--- src/rtl/sc_pkg.sv ---
package sc_pkg;

    parameter int W      = 16;
    parameter int FRAC   = 14;
    parameter int ITERS  = 16;
    localparam int IW    = $clog2(ITERS);

    typedef logic signed [W-1:0] word_t;
    typedef logic [IW-1:0]       idx_t;

    typedef struct packed {
        word_t x;
        word_t y;
        word_t z;
    } vec_t;

    typedef enum logic [1:0] {
        ST_IDLE   = 2'd0,
        ST_SELECT = 2'd1,
        ST_ITER   = 2'd2,
        ST_HOLD   = 2'd3
    } state_t;

    // 1/K for sixteen micro-rotations, Q2.14
    localparam word_t INV_GAIN = word_t'(9949);

    localparam idx_t LAST_IDX = idx_t'(ITERS - 1);

    // arctan(2^-i) scaled by 2^14, rounded
    function automatic word_t atan_lut(input idx_t i);
        word_t r;
        case (i)
            idx_t'(0):  r = word_t'(12868);
            idx_t'(1):  r = word_t'(7596);
            idx_t'(2):  r = word_t'(4014);
            idx_t'(3):  r = word_t'(2037);
            idx_t'(4):  r = word_t'(1023);
            idx_t'(5):  r = word_t'(512);
            idx_t'(6):  r = word_t'(256);
            idx_t'(7):  r = word_t'(128);
            idx_t'(8):  r = word_t'(64);
            idx_t'(9):  r = word_t'(32);
            idx_t'(10): r = word_t'(16);
            idx_t'(11): r = word_t'(8);
            idx_t'(12): r = word_t'(4);
            idx_t'(13): r = word_t'(2);
            idx_t'(14): r = word_t'(1);
            default:    r = word_t'(0);
        endcase
        return r;
    endfunction

endpackage

--- src/rtl/sc_ctrl.sv ---
module sc_ctrl
    import sc_pkg::*;
(
    input  logic clk,
    input  logic rst,
    input  logic load,
    output logic sel,
    output logic ena,
    output idx_t idx,
    output logic done
);

    state_t st_q, st_d;
    idx_t   idx_q, idx_d;

    always_comb begin
        st_d  = st_q;
        idx_d = idx_q;
        case (st_q)
            ST_IDLE: begin
                if (load) st_d = ST_SELECT;
            end
            ST_SELECT: begin
                idx_d = '0;
                if (!load) st_d = ST_ITER;
            end
            ST_ITER: begin
                idx_d = idx_q + idx_t'(1);
                if (idx_q == LAST_IDX) st_d = ST_HOLD;
            end
            ST_HOLD: begin
                if (load) st_d = ST_SELECT;
            end
            default: st_d = ST_IDLE;
        endcase
    end

    always_ff @(posedge clk) begin
        if (rst) begin
            st_q  <= ST_IDLE;
            idx_q <= '0;
        end else begin
            st_q  <= st_d;
            idx_q <= idx_d;
        end
    end

    assign sel  = (st_q == ST_SELECT);
    assign ena  = (st_q == ST_ITER);
    assign idx  = idx_q;
    assign done = (st_q == ST_HOLD);

endmodule

--- src/rtl/sc_stage.sv ---
module sc_stage
    import sc_pkg::*;
(
    input  vec_t cur,
    input  idx_t idx,
    output vec_t nxt
);

    word_t xs, ys, ang;
    logic  pos;

    always_comb begin
        xs  = cur.x >>> idx;
        ys  = cur.y >>> idx;
        ang = atan_lut(idx);
        pos = ~cur.z[W-1];
        if (pos) begin
            nxt.x = cur.x - ys;
            nxt.y = cur.y + xs;
            nxt.z = cur.z - ang;
        end else begin
            nxt.x = cur.x + ys;
            nxt.y = cur.y - xs;
            nxt.z = cur.z + ang;
        end
    end

endmodule

--- src/rtl/sc_regs.sv ---
module sc_regs
    import sc_pkg::*;
(
    input  logic  clk,
    input  logic  rst,
    input  logic  sel,
    input  logic  ena,
    input  word_t angle,
    input  vec_t  fb,
    output vec_t  q
);

    vec_t ext;

    always_comb begin
        ext.x = INV_GAIN;
        ext.y = '0;
        ext.z = angle;
    end

    always_ff @(posedge clk) begin
        if (rst)      q <= '0;
        else if (sel) q <= ext;
        else if (ena) q <= fb;
    end

endmodule

--- src/rtl/sincos_serial_core.sv ---
module sincos_serial_core
    import sc_pkg::*;
(
    input  logic         clk,
    input  logic         rst,
    input  logic         load,
    input  logic [W-1:0] angle_i,
    output logic [W-1:0] cos_o,
    output logic [W-1:0] sin_o,
    output logic         done_o
);

    logic sel_w, ena_w, done_w;
    idx_t idx_w;
    vec_t cur_w, nxt_w;

    sc_ctrl u_ctrl (
        .clk  (clk),
        .rst  (rst),
        .load (load),
        .sel  (sel_w),
        .ena  (ena_w),
        .idx  (idx_w),
        .done (done_w)
    );

    sc_stage u_stage (
        .cur (cur_w),
        .idx (idx_w),
        .nxt (nxt_w)
    );

    sc_regs u_regs (
        .clk   (clk),
        .rst   (rst),
        .sel   (sel_w),
        .ena   (ena_w),
        .angle (word_t'(angle_i)),
        .fb    (nxt_w),
        .q     (cur_w)
    );

    assign cos_o  = cur_w.x;
    assign sin_o  = cur_w.y;
    assign done_o = done_w;

endmodule

--- config.mk ---
export PLATFORM = sky130hd
export DESIGN_NAME = sincos_serial_core
export DESIGN_NICKNAME = d
export VERILOG_FILES = /design/src/rtl/sc_pkg.sv /design/src/rtl/sc_ctrl.sv /design/src/rtl/sc_stage.sv /design/src/rtl/sc_regs.sv /design/src/rtl/sincos_serial_core.sv
export SDC_FILE = /design/constraint.sdc
export NUM_CORES = 1
export LEC_CHECK = 0
export BUFFER_PORTS_ARGS = -buffer_cell sky130_fd_sc_hd__buf_4
export CAP_MARGIN = 20
export CORE_UTILIZATION = 60
export DETAILED_ROUTE_END_ITERATION = 10
export PLACE_DENSITY_LB_ADDON = 0.2
export SYNTH_ARGS = -nofsm -noshare
export SYNTH_HDL_FRONTEND = slang
export SYNTH_HIERARCHICAL = 1
export SYNTH_SLANG_ARGS = --single-unit
--- constraint.sdc ---
create_clock -name clk -period 5.25 [get_ports clk]
set_clock_uncertainty 0.15 [all_clocks]
set_input_delay 0.7875 -clock clk [delete_from_list [all_inputs] [get_ports clk]]
set_output_delay 0.7875 -clock clk [all_outputs]
set_load 0.01 [all_outputs]
==> metrics.yaml <==
cells_and_area:
  antennaDiodeCount: 0
  nets: 988
  layoutNonFillerInstCount: 1044
  final_util: 0.6801
  drive_gt1_frac: 0.1709
  area_growth_pct: 8.527
timing:
  timing.setup.tns_ns: 0
  fin_crit_ns: 4.910
  slew_headroom: 0.3045
  fmax_ghz: 0.2037
  finalSetupViolations: 0
  fin_hold_ws_ns: 0.4182
  hold_viol: 0
  rsz0062_at_grt: "false"
  finalCritPeriodShare: 0.9353
  worst_pin_slew_ns: 1.043
  report.final.slew_viol_count: 0
  setup_slack_ns: 0.3396
setup_path:
  slowest_stage: "dfxtp_1"
  critPathTopFamily: "compound AO/OA/AOI/OAI gates"
  worstSetupStartpointType: "register"
  worst_setup_path_end_kind: "register"
  cp_max_fo: 8
  worstPathCellList: "mux2_2 > a2bb2o_1 > a221o_1 > nand2_1 > o21ai_0 > ha_1 > a21oi_1 > ha_1 > nor2b_1 > o31a_1 > o41a_1 > a211oi_1 > a21oi_1 > a31oi_1 > o21ai_0 > xnor2_1 > mux2i_1 > nor2_1"
  required_ns: 5.27
  slowest_delay_ns: 0.57
  critPathBufInv: 0
  crit_arrival_ns: 4.93
  criticalPathCategory: "register to register"
detailed_routing:
  via_per_inst: 6.467
  drt_iter0_drc: 533
  dr.pass1.iters: 10
  wl_mm: 20.72
  vias: 6752
  antenna_left: 0
  wl_per_cell_um: 19.85
  drc: 3
status:
  outcome: "finished with violations"
  violations: "design-rule violations"
placement:
  dp_cells: 1036
  gp_congestion: 1.013
  pre_cts_ws_ns: 0.2111
  dp_hpwl_mm: 15.48
  numPortBuffers: 51
die:
  pin_count: 52
  fp.dieW_um: 112.1
  start_util: 0.6267
  row_count: 39
  core-area_sq_um: 11610
  die-area_sq_um: 12580
  die_h_um: 112.1
synthesis:
  avgSynthCellArea_sq_um: 8.424
  syn-cell-area_sq_um: 7278
  synth_top_area_frac: 0.1485
  synth-main-ff-cell: "dfxtp_1"
  synth_edf_count: 0
  yosysSeqAreaShare: 0.1485
  yosysUniqueCellTypes: 82
  synth-async-reset-ratio: 0
  synth_cells: 864
  ys_ff_latch: 54
  synth_top_area_cell: "dfxtp_1"
  yosys_warnings: 6
  synthTopCellsByArea: "dfxtp_1 (15%), ha_1 (11%), mux2i_1 (11%), xnor2_1 (6.0%), mux4_2 (5.9%)"
  synthesis.nets: 952
clock_tree:
  cts_tree: "done"
  path_clk_slew_ns: 0.09
  clock-root-buffer: "clkbuf_16"
  clk_path_buf_depth: 2
  htreeDepth: 2
  cts_sinks: 54
  clk_latency_ns: 0.32
  cts_buffers: 5
global_routing:
  grt_overflow: 0
  first_global_vias: 6421
  grt_antenna_before_repair: 0
  grt_pass1_wl_mm: 33.45
  grt_max_degree: 43
  track_usage: 0.3363
power_and_ir_drop:
  sequentialPowerShare: 0.141
  leakagePower_uw: 0.003291
  p_int_uw: 2583
  ir_worst_vdd_mv: 0.5801
  pwr-share-clk: 0.073
  power_frac_comb: 0.786
  switchingPower_uw: 2519
  p_per_area_nw_per_um2: 645.8
  switching_share: 0.4937
run:
  drv_cap: 0
worst_hold_path:
  hp-class: "register to register"
-- tightest hold or removal path, stage by stage (launching register included) --
cell	delay (ns)
dfxtp_1	0.32
mux2i_1	0.12
a211oi_1	0.08
-- through the flow --
step	instance area (sq um)	total power [uW]
2_1_floorplan	7278	3872
3_3_place_gp	7736	4547
3_5_place_dp	7736	4670
4_1_cts	7890	5063
5_1_grt	7899	5542
6_report	7899	5101
-- cells in the mapped netlist, types with 4 or more instances --
| cell | instances |
|---|---|
| and3_1 | 8 |
| a211oi_1 | 21 |
| buf_1 | 5 |
| nand2b_1 | 13 |
| nand2_1 | 48 |
| o31ai_1 | 4 |
| or2_2 | 4 |
| a31o_2 | 4 |
| o221ai_1 | 4 |
| ha_1 | 66 |
| mux4_2 | 19 |
| a21oi_1 | 71 |
| nand3_1 | 12 |
| xor2_1 | 31 |
| buf_6 | 12 |
| xnor2_1 | 50 |
| dfxtp_1 | 54 |
| and2_1 | 6 |
| inv_1 | 31 |
| nor2b_1 | 26 |
| o21a_1 | 7 |
| clkbuf_1 | 13 |
| mux2_2 | 16 |
| mux2i_1 | 77 |
| nor2_1 | 87 |
| nor3_1 | 8 |
| o21bai_1 | 9 |
| o21ai_0 | 29 |
| a221oi_1 | 4 |
| o211ai_1 | 14 |
| buf_2 | 15 |
| a21o_1 | 11 |
| a31oi_1 | 10 |
| or3_1 | 5 |
-- state kept, by name (all words and copies together), names as in the netlist --
name,cells
u_ctrl/st_q,2
u_regs/q,48
u_ctrl/idx,4
-- worst paths after layout --
path,from,to,slack [ns],depth (start not counted)
max reg2reg,u_regs/q[37],u_regs/q[31],0.34,18
max,u_regs/q[37],u_regs/q[31],0.34,18
min,u_regs/q[11],u_regs/q[11],0.42,2
min reg2reg,u_regs/q[11],u_regs/q[11],0.42,2
-- power groups by stage --
stage                     clock, uW  sequential (uW)  combinational, uW
after detailed placement          0              722               3950
after global routing            394              737               4410
after CTS                       380              715               3970
final                           374              717               4010
after floorplan                   0              702               3170
after global placement            0              714               3830
-- logic make-up after synthesis --
logic type / share of synthesized area
compound gates: 0.2101
xor+xnor: 0.09971
fa+ha+maj: 0.1217
buf+inv: 0.06275
flops: 0.1485
mux: 0.1972
simple gates: 0.1600
-- cell usage in the layout (no fill, tap or decap), drive strengths merged, types with 3 or more instances in the layout --
cell type,netlist,routed
a221oi,5,5
o211ai,14,14
a21o,11,11
and3,9,9
o21ai,29,29
inv,33,34
nor3,9,9
o21a,7,7
nor2b,26,26
nor2,87,87
or2,5,5
a21boi,3,3
clkbuf,13,5
a31oi,12,12
o31a,3,3
mux4,19,19
buf,35,79
nor3b,4,4
nand2,48,48
a31o,5,5
or3,5,5
xor2,31,31
xnor2,51,51
o21bai,9,9
o31ai,4,4
o221ai,4,4
mux2i,77,77
dfxtp,54,54
a21oi,71,71
and2,7,7
a211oi,22,22
mux2,20,20
a41o,3,3
nand3,12,12
nand2b,13,13
fa,3,3
ha,66,66
-- repair_timing --
item | 4_1_cts | 5_1_grt
hold buffers | 0 | 0
gates resized for setup | 0 | 3
buffers inserted | 0 | 0
endpoints found under the setup margin | 0 | 2
-- routing by layer --
metal  part of all wire  vias up  track usage
met2               0.46      247       0.5503
li1                   -     3217            -
met5                  0        -            0
met4              0.028        0       0.1182
met1               0.46     3249       0.4591
met3              0.055       39      0.03888
-- area by class of cell --
| class | instances | area [sq um] |
|---|---|---|
| Multi-Input combinational cell | 727 | 5743 |
| Fill cell | 992 | 3715 |
| Sequential cell | 54 | 1090 |
| Timing Repair Buffer | 79 | 609.3 |
| Tap cell | 143 | 178.9 |
| Clock buffer | 5 | 125.1 |
| Inverter | 33 | 123.9 |
| Clock inverter | 3 | 28.78 |
(Power assumes the default switching activity.)
